**src/rtl/ring_allgather_node.sv**
```systemverilog
module ring_allgather_node #(
  parameter int DW = 32,
  parameter int NW = 4,
  parameter int PW = 8
) (
  input  logic             clk,
  input  logic             rst_n,
  input  logic [NW-1:0]    node_id,
  input  logic [NW-1:0]    num_nodes,
  input  logic [PW-1:0]    num_words,
  input  logic             start,
  input  logic [DW-1:0]    rx_data,
  input  logic [1:0]       rx_ctl,
  output logic [DW-1:0]    tx_data,
  output logic [1:0]       tx_ctl,
  output logic [PW-1:0]    loc_addr,
  input  logic [DW-1:0]    loc_rdata,
  output logic             buf_we,
  output logic [NW+PW-1:0] buf_waddr,
  output logic [DW-1:0]    buf_wdata,
  output logic [NW+PW-1:0] buf_raddr,
  input  logic [DW-1:0]    buf_rdata,
  output logic             done
);
  localparam int AW = NW + PW;
  localparam logic [1:0] C_IDLE = 2'b00, C_DATA = 2'b01, C_TOK = 2'b10;

  typedef enum logic [2:0] {S_IDLE, S_SYNC, S_SEND, S_FWD, S_FIN} st_t;

  st_t           st;
  logic [NW-1:0] cnt;
  logic          own_pend;
  logic [PW-1:0] lptr;
  logic [AW-1:0] rptr, wptr;

  wire rx_tok  = (rx_ctl == C_TOK);
  wire rx_dat  = (rx_ctl == C_DATA);
  wire fwd_tok = rx_tok && (rx_data[NW-1:0] != node_id);

  wire [AW-1:0] n_ext     = AW'(num_nodes);
  wire [AW-1:0] w_ext     = AW'(num_words);
  wire [AW-1:0] fwd_total = (n_ext - AW'(2)) * w_ext;
  wire [AW-1:0] rx_total  = (n_ext - AW'(1)) * w_ext;

  assign loc_addr  = lptr;
  assign buf_raddr = rptr;
  assign buf_we    = rx_dat;
  assign buf_waddr = wptr;
  assign buf_wdata = rx_data;
  assign done      = (st == S_FIN) && (wptr == rx_total);

  always_ff @(posedge clk) begin
    if (!rst_n) begin
      st       <= S_IDLE;
      cnt      <= '0;
      own_pend <= 1'b0;
      lptr     <= '0;
      rptr     <= '0;
      wptr     <= '0;
      tx_ctl   <= C_IDLE;
      tx_data  <= '0;
    end else begin
      tx_ctl  <= C_IDLE;
      tx_data <= '0;
      if (rx_dat) wptr <= wptr + AW'(1);
      case (st)
        S_IDLE, S_SYNC: begin
          if (st == S_IDLE && start) begin
            own_pend <= 1'b1;
            st       <= S_SYNC;
          end
          if (fwd_tok) begin
            tx_ctl  <= C_TOK;
            tx_data <= rx_data;
            cnt     <= cnt + NW'(1);
          end else if (own_pend) begin
            tx_ctl   <= C_TOK;
            tx_data  <= DW'(node_id);
            own_pend <= 1'b0;
            cnt      <= cnt + NW'(1);
          end
          if (st == S_SYNC && !own_pend && cnt == num_nodes) begin
            st   <= S_SEND;
            lptr <= '0;
          end
        end
        S_SEND: begin
          tx_ctl  <= C_DATA;
          tx_data <= loc_rdata;
          lptr    <= lptr + PW'(1);
          if (lptr == num_words - PW'(1)) st <= S_FWD;
        end
        S_FWD: begin
          if (rptr == fwd_total) begin
            st <= S_FIN;
          end else if (rptr < wptr) begin
            tx_ctl  <= C_DATA;
            tx_data <= buf_rdata;
            rptr    <= rptr + AW'(1);
          end
        end
        default: ;
      endcase
    end
  end

  p_ctl_legal_r1: assert property (@(posedge clk) disable iff (!rst_n)
    tx_ctl != 2'b11);

  p_tok_forward_r4: assert property (@(posedge clk) disable iff (!rst_n)
    fwd_tok |=> (tx_ctl == C_TOK) && (tx_data == $past(rx_data)));

  p_own_absorbed_r4: assert property (@(posedge clk) disable iff (!rst_n)
    (rx_tok && !fwd_tok) |=> !((tx_ctl == C_TOK) && (tx_data[NW-1:0] == node_id)));

  p_barrier_r5: assert property (@(posedge clk) disable iff (!rst_n)
    (tx_ctl == C_DATA) |-> (cnt == num_nodes));

  p_read_behind_r8: assert property (@(posedge clk) disable iff (!rst_n)
    rptr <= wptr);

  p_wr_bound_r7: assert property (@(posedge clk) disable iff (!rst_n)
    buf_we |-> (wptr < rx_total));

  p_done_hold_r10: assert property (@(posedge clk) disable iff (!rst_n)
    done |=> done);
endmodule

```
**config.mk**
```make
export PLATFORM = sky130hd
export DESIGN_NAME = ring_allgather_node
export DESIGN_NICKNAME = d
export VERILOG_FILES = /design/src/rtl/ring_allgather_node.sv
export SDC_FILE = /design/constraint.sdc
export NUM_CORES = 1
export LEC_CHECK = 0
export ABC_AREA = 0
export BUFFER_PORTS_ARGS = -buffer_cell sky130_fd_sc_hd__clkbuf_2
export CORE_MARGIN = 1.5
export CORE_UTILIZATION = 54
export CTS_CLUSTER_DIAMETER = 40
export DETAILED_ROUTE_END_ITERATION = 10
export MAX_ROUTING_LAYER = met4
export PLACE_DENSITY = 0.93
export SLEW_MARGIN = 20
export SYNTH_ARGS = -nofsm -noshare
export SYNTH_HDL_FRONTEND = slang
export SYNTH_SLANG_ARGS = --single-unit
```
**constraint.sdc**
```tcl
create_clock -name clk -period 7 [get_ports clk]
set_input_delay 1.05 -clock clk [delete_from_list [all_inputs] [get_ports clk]]
set_output_delay 1.05 -clock clk [all_outputs]
set_load 0.02 [all_outputs]
```
==> qor.yml <==
status: "finished clean"
endpoint_kind: "primary output"
synthArstFlopShare_pct: 0
postCtsSetupBuffers: 0
finClkSkew_ns: 0.00551
wirelength_um: 20800
syn-cell-area_um2: 7260
cp_cell_sequence: "buf_2 -> inv_1 -> ha_1 -> nand2_1 -> xor2_1 -> buf_4 -> nor2b_1 -> fa_1 -> inv_1 -> fa_1 -> fa_1 -> inv_1 -> ha_1 -> nor2b_1 -> o21ai_1 -> a21boi_0 -> o21ai_1 -> and3_1 -> o2111ai_1 -> nor3_2 -> clkbuf_2"
ff2ff_setup_slack_ns: 3.98
regArea_um2: 1480
ctsResizeCount: 0
dr.pass1.iters: 5
worst_pin_slew_ns: 1.02
final_nets: 1213
hold_viol: 0
power.switching_uw: 633
place.gp.congestion: 0.942
synth_top_flop_cell: "dfxtp_1"
vias: 6734
grt_pass1_vias: 6750
grt_overflow_total: 0
cp_top_family: "adder cells"
setup_viol_count_final: 0
die_w_um: 119
grt.total_usage_pct: 30.2
synth-seq-cells: 74
synth_cells: 834
synth_cell_type_count: 59
grt_max_degree: 55
final.fill_count: 1021
pwr-share-comb_pct: 43.7
layout_commonest_cell: "clkbuf_2"
path_class: "in2out"
ys.warnings.count: 0
hold_end: "buf_raddr[5]"
multi_input_area_um2: 5080
setup_tns_ns: 0
ctsHoldBuffers: 0
p_int_mw: 1.04
h-tree-depth: 3
drc: 0
hpwl_um: 16300
cts_buffers: 9
area_growth_syn_to_layout_pct: 17.3
hold_path.class: "reg2reg"
n_antenna_cell: 0
slew_violations: 0
crit_buf_inv: 6
power-per-cell-area_nw_per_um2: 196
drt_iter0_drc: 550
required_ns: 5.95
synth_edf_count: 0
r2r_start: "buf_waddr[9]"
routed_via_density: 5.74
power_leakage_nw: 3.99
drive_gt1_share_pct: 28.8
clk_pin_slew_ns: 0.06
worst_hold_startpoint: "buf_raddr[5]"
clock_sinks: 74
cts_root_buffer: "clkbuf_16"
swShare_pct: 37.9
avgSynthCellArea_um2: 8.71
io-pin-count: 217
fmax_ghz: 0.149
cp-start-kind: "input pin"
core_region_area_um2: 13200
clock_path_buffers: 2
row_count: 42
die_y_um: 119
slew_headroom_pct: 32.3
slowest_delay_ns: 0.55
hold-worst-slack_ns: 0.542
maxCapViolCount: 0
power_frac_seq_pct: 26.5
drt.antenna.violating_nets: 0
min_path_cells: 2
reg2regPathDepth: 8
cts_tree: "yes"
wl_per_cell_um: 17.8
mostFrequentLayoutCells: "clkbuf_2 (215), dfxtp_1 (74), inv_1 (72)"
vdd_drop_max_mv: 0.192
grt_antenna_before_repair: 0
synth_nets: 1054
grt_first_pass_wirelength_um: 33700
portBuffers: 216
dieArea_um2: 14200
reg2reg_to: "tx_data[4]"
cp_max_fo: 11
start_util_pct: 55.1
period_needed_ns: 6.69
critPathArrivalTime_ns: 5.64
fin_crit_sh_pct: 95.6
worst_path_max_delay_cell: "fa_1"
rsz0062_at_grt: "no"
seq_area_frac_synth_pct: 20.4
worstSkewPairLatency_ns: 0.33
power.share.clock_pct: 29.8
## worst reg2reg max path, stage by stage (launching register included)
cell and delay [ns]:
dfxtp_1 0.46, inv_1 0.11, ha_1 0.31, a2111oi_0 0.36
o21ai_0 0.14, a21oi_1 0.21, o21a_2 0.85, o211ai_2 0.17
a21oi_1 0.30
## worst max path at each step
stage | endpoint | startpoint | cells after the start | slack [ns]
2_1_floorplan | done | num_nodes[1] | 19 | 0.15
3_3_place_gp | done | num_nodes[1] | 20 | 0.38
3_5_place_dp | done | num_nodes[1] | 18 | 0.09
4_1_cts | done | num_nodes[1] | 18 | 0.07
5_1_grt | done | num_nodes[1] | 22 | 0.09
6_report | done | num_nodes[1] | 21 | 0.31
## sequential cells by signal, indices dropped and copies added, names as in the netlist
register and count:
tx_data 32, buf_raddr 12, buf_waddr 12, loc_addr 8
cnt 4, st 3, tx_ctl 2, own_pend 1
## area by class of cell
| class | count | area share [%] |
|---|---|---|
| clock buffer | 10 | 2.69 |
| timing repair buffer | 223 | 13.5 |
| multi-input combinational | 613 | 59.7 |
| sequential | 74 | 17.4 |
| tap | 176 | 2.59 |
| inverter | 72 | 3.17 |
| clock inverter | 6 | 1.06 |
## metrics by stage
stage	cell area, um^2	power [mW]	util [%]	setup slack (ns)	cells
CTS	8490	1.66	64.4	0.0741	1174
global placement	8180	1.13	62.0	0.375	1158
floorplan	7260	1.00	-	0.146	834
finish	8520	1.67	64.6	0.307	1174
global route	8520	1.77	64.6	0.0899	1174
detailed placement	8180	1.16	62.0	0.0890	1158
## power groups by stage
stage / Clock [mW] / Combinational, mW / Sequential (mW)
after floorplan: 0 / 0.541 / 0.459
after global placement: 0 / 0.681 / 0.451
after detailed placement: 0 / 0.713 / 0.451
after CTS: 0.499 / 0.719 / 0.442
after global routing: 0.519 / 0.807 / 0.443
final: 0.496 / 0.730 / 0.442
## layer usage
layer	vias to the layer above	GRT usage (%)	routed length [um]
li1	3152	-	-
met3	52	5.17	1650
met2	343	50.1	10200
met5	-	-	0
met1	3187	37.7	8460
met4	0	9.86	573
## kinds of logic after synthesis
| group | share of synthesized area [%] |
|---|---|
| adder cells (fa/ha/maj) | 21.7 |
| flip-flops | 20.4 |
| XOR/XNOR | 9.04 |
| AO/OA/AOI/OAI | 19.1 |
| AND/OR/NAND/NOR | 18.0 |
| multiplexers | 1.79 |
| buffers and inverters | 10.0 |
## Yosys cell counts (all sizes together), types with 13 or more instances
library cell / instances / area [um^2]
nor2: 37 / 146
and2: 35 / 219
nand3: 23 / 115
nor2b: 36 / 225
buf: 46 / 350
inv: 72 / 270
xnor2: 55 / 482
dfxtp: 74 / 1480
a22oi: 32 / 240
xor2: 20 / 175
fa: 38 / 761
nand2: 41 / 154
nand2b: 19 / 119
o21ai: 20 / 111
o211ai: 35 / 413
a21oi: 47 / 235
ha: 65 / 813
clkbuf: 29 / 109
mux2i: 13 / 130
Note: power is estimated with default switching activity, not from simulation.
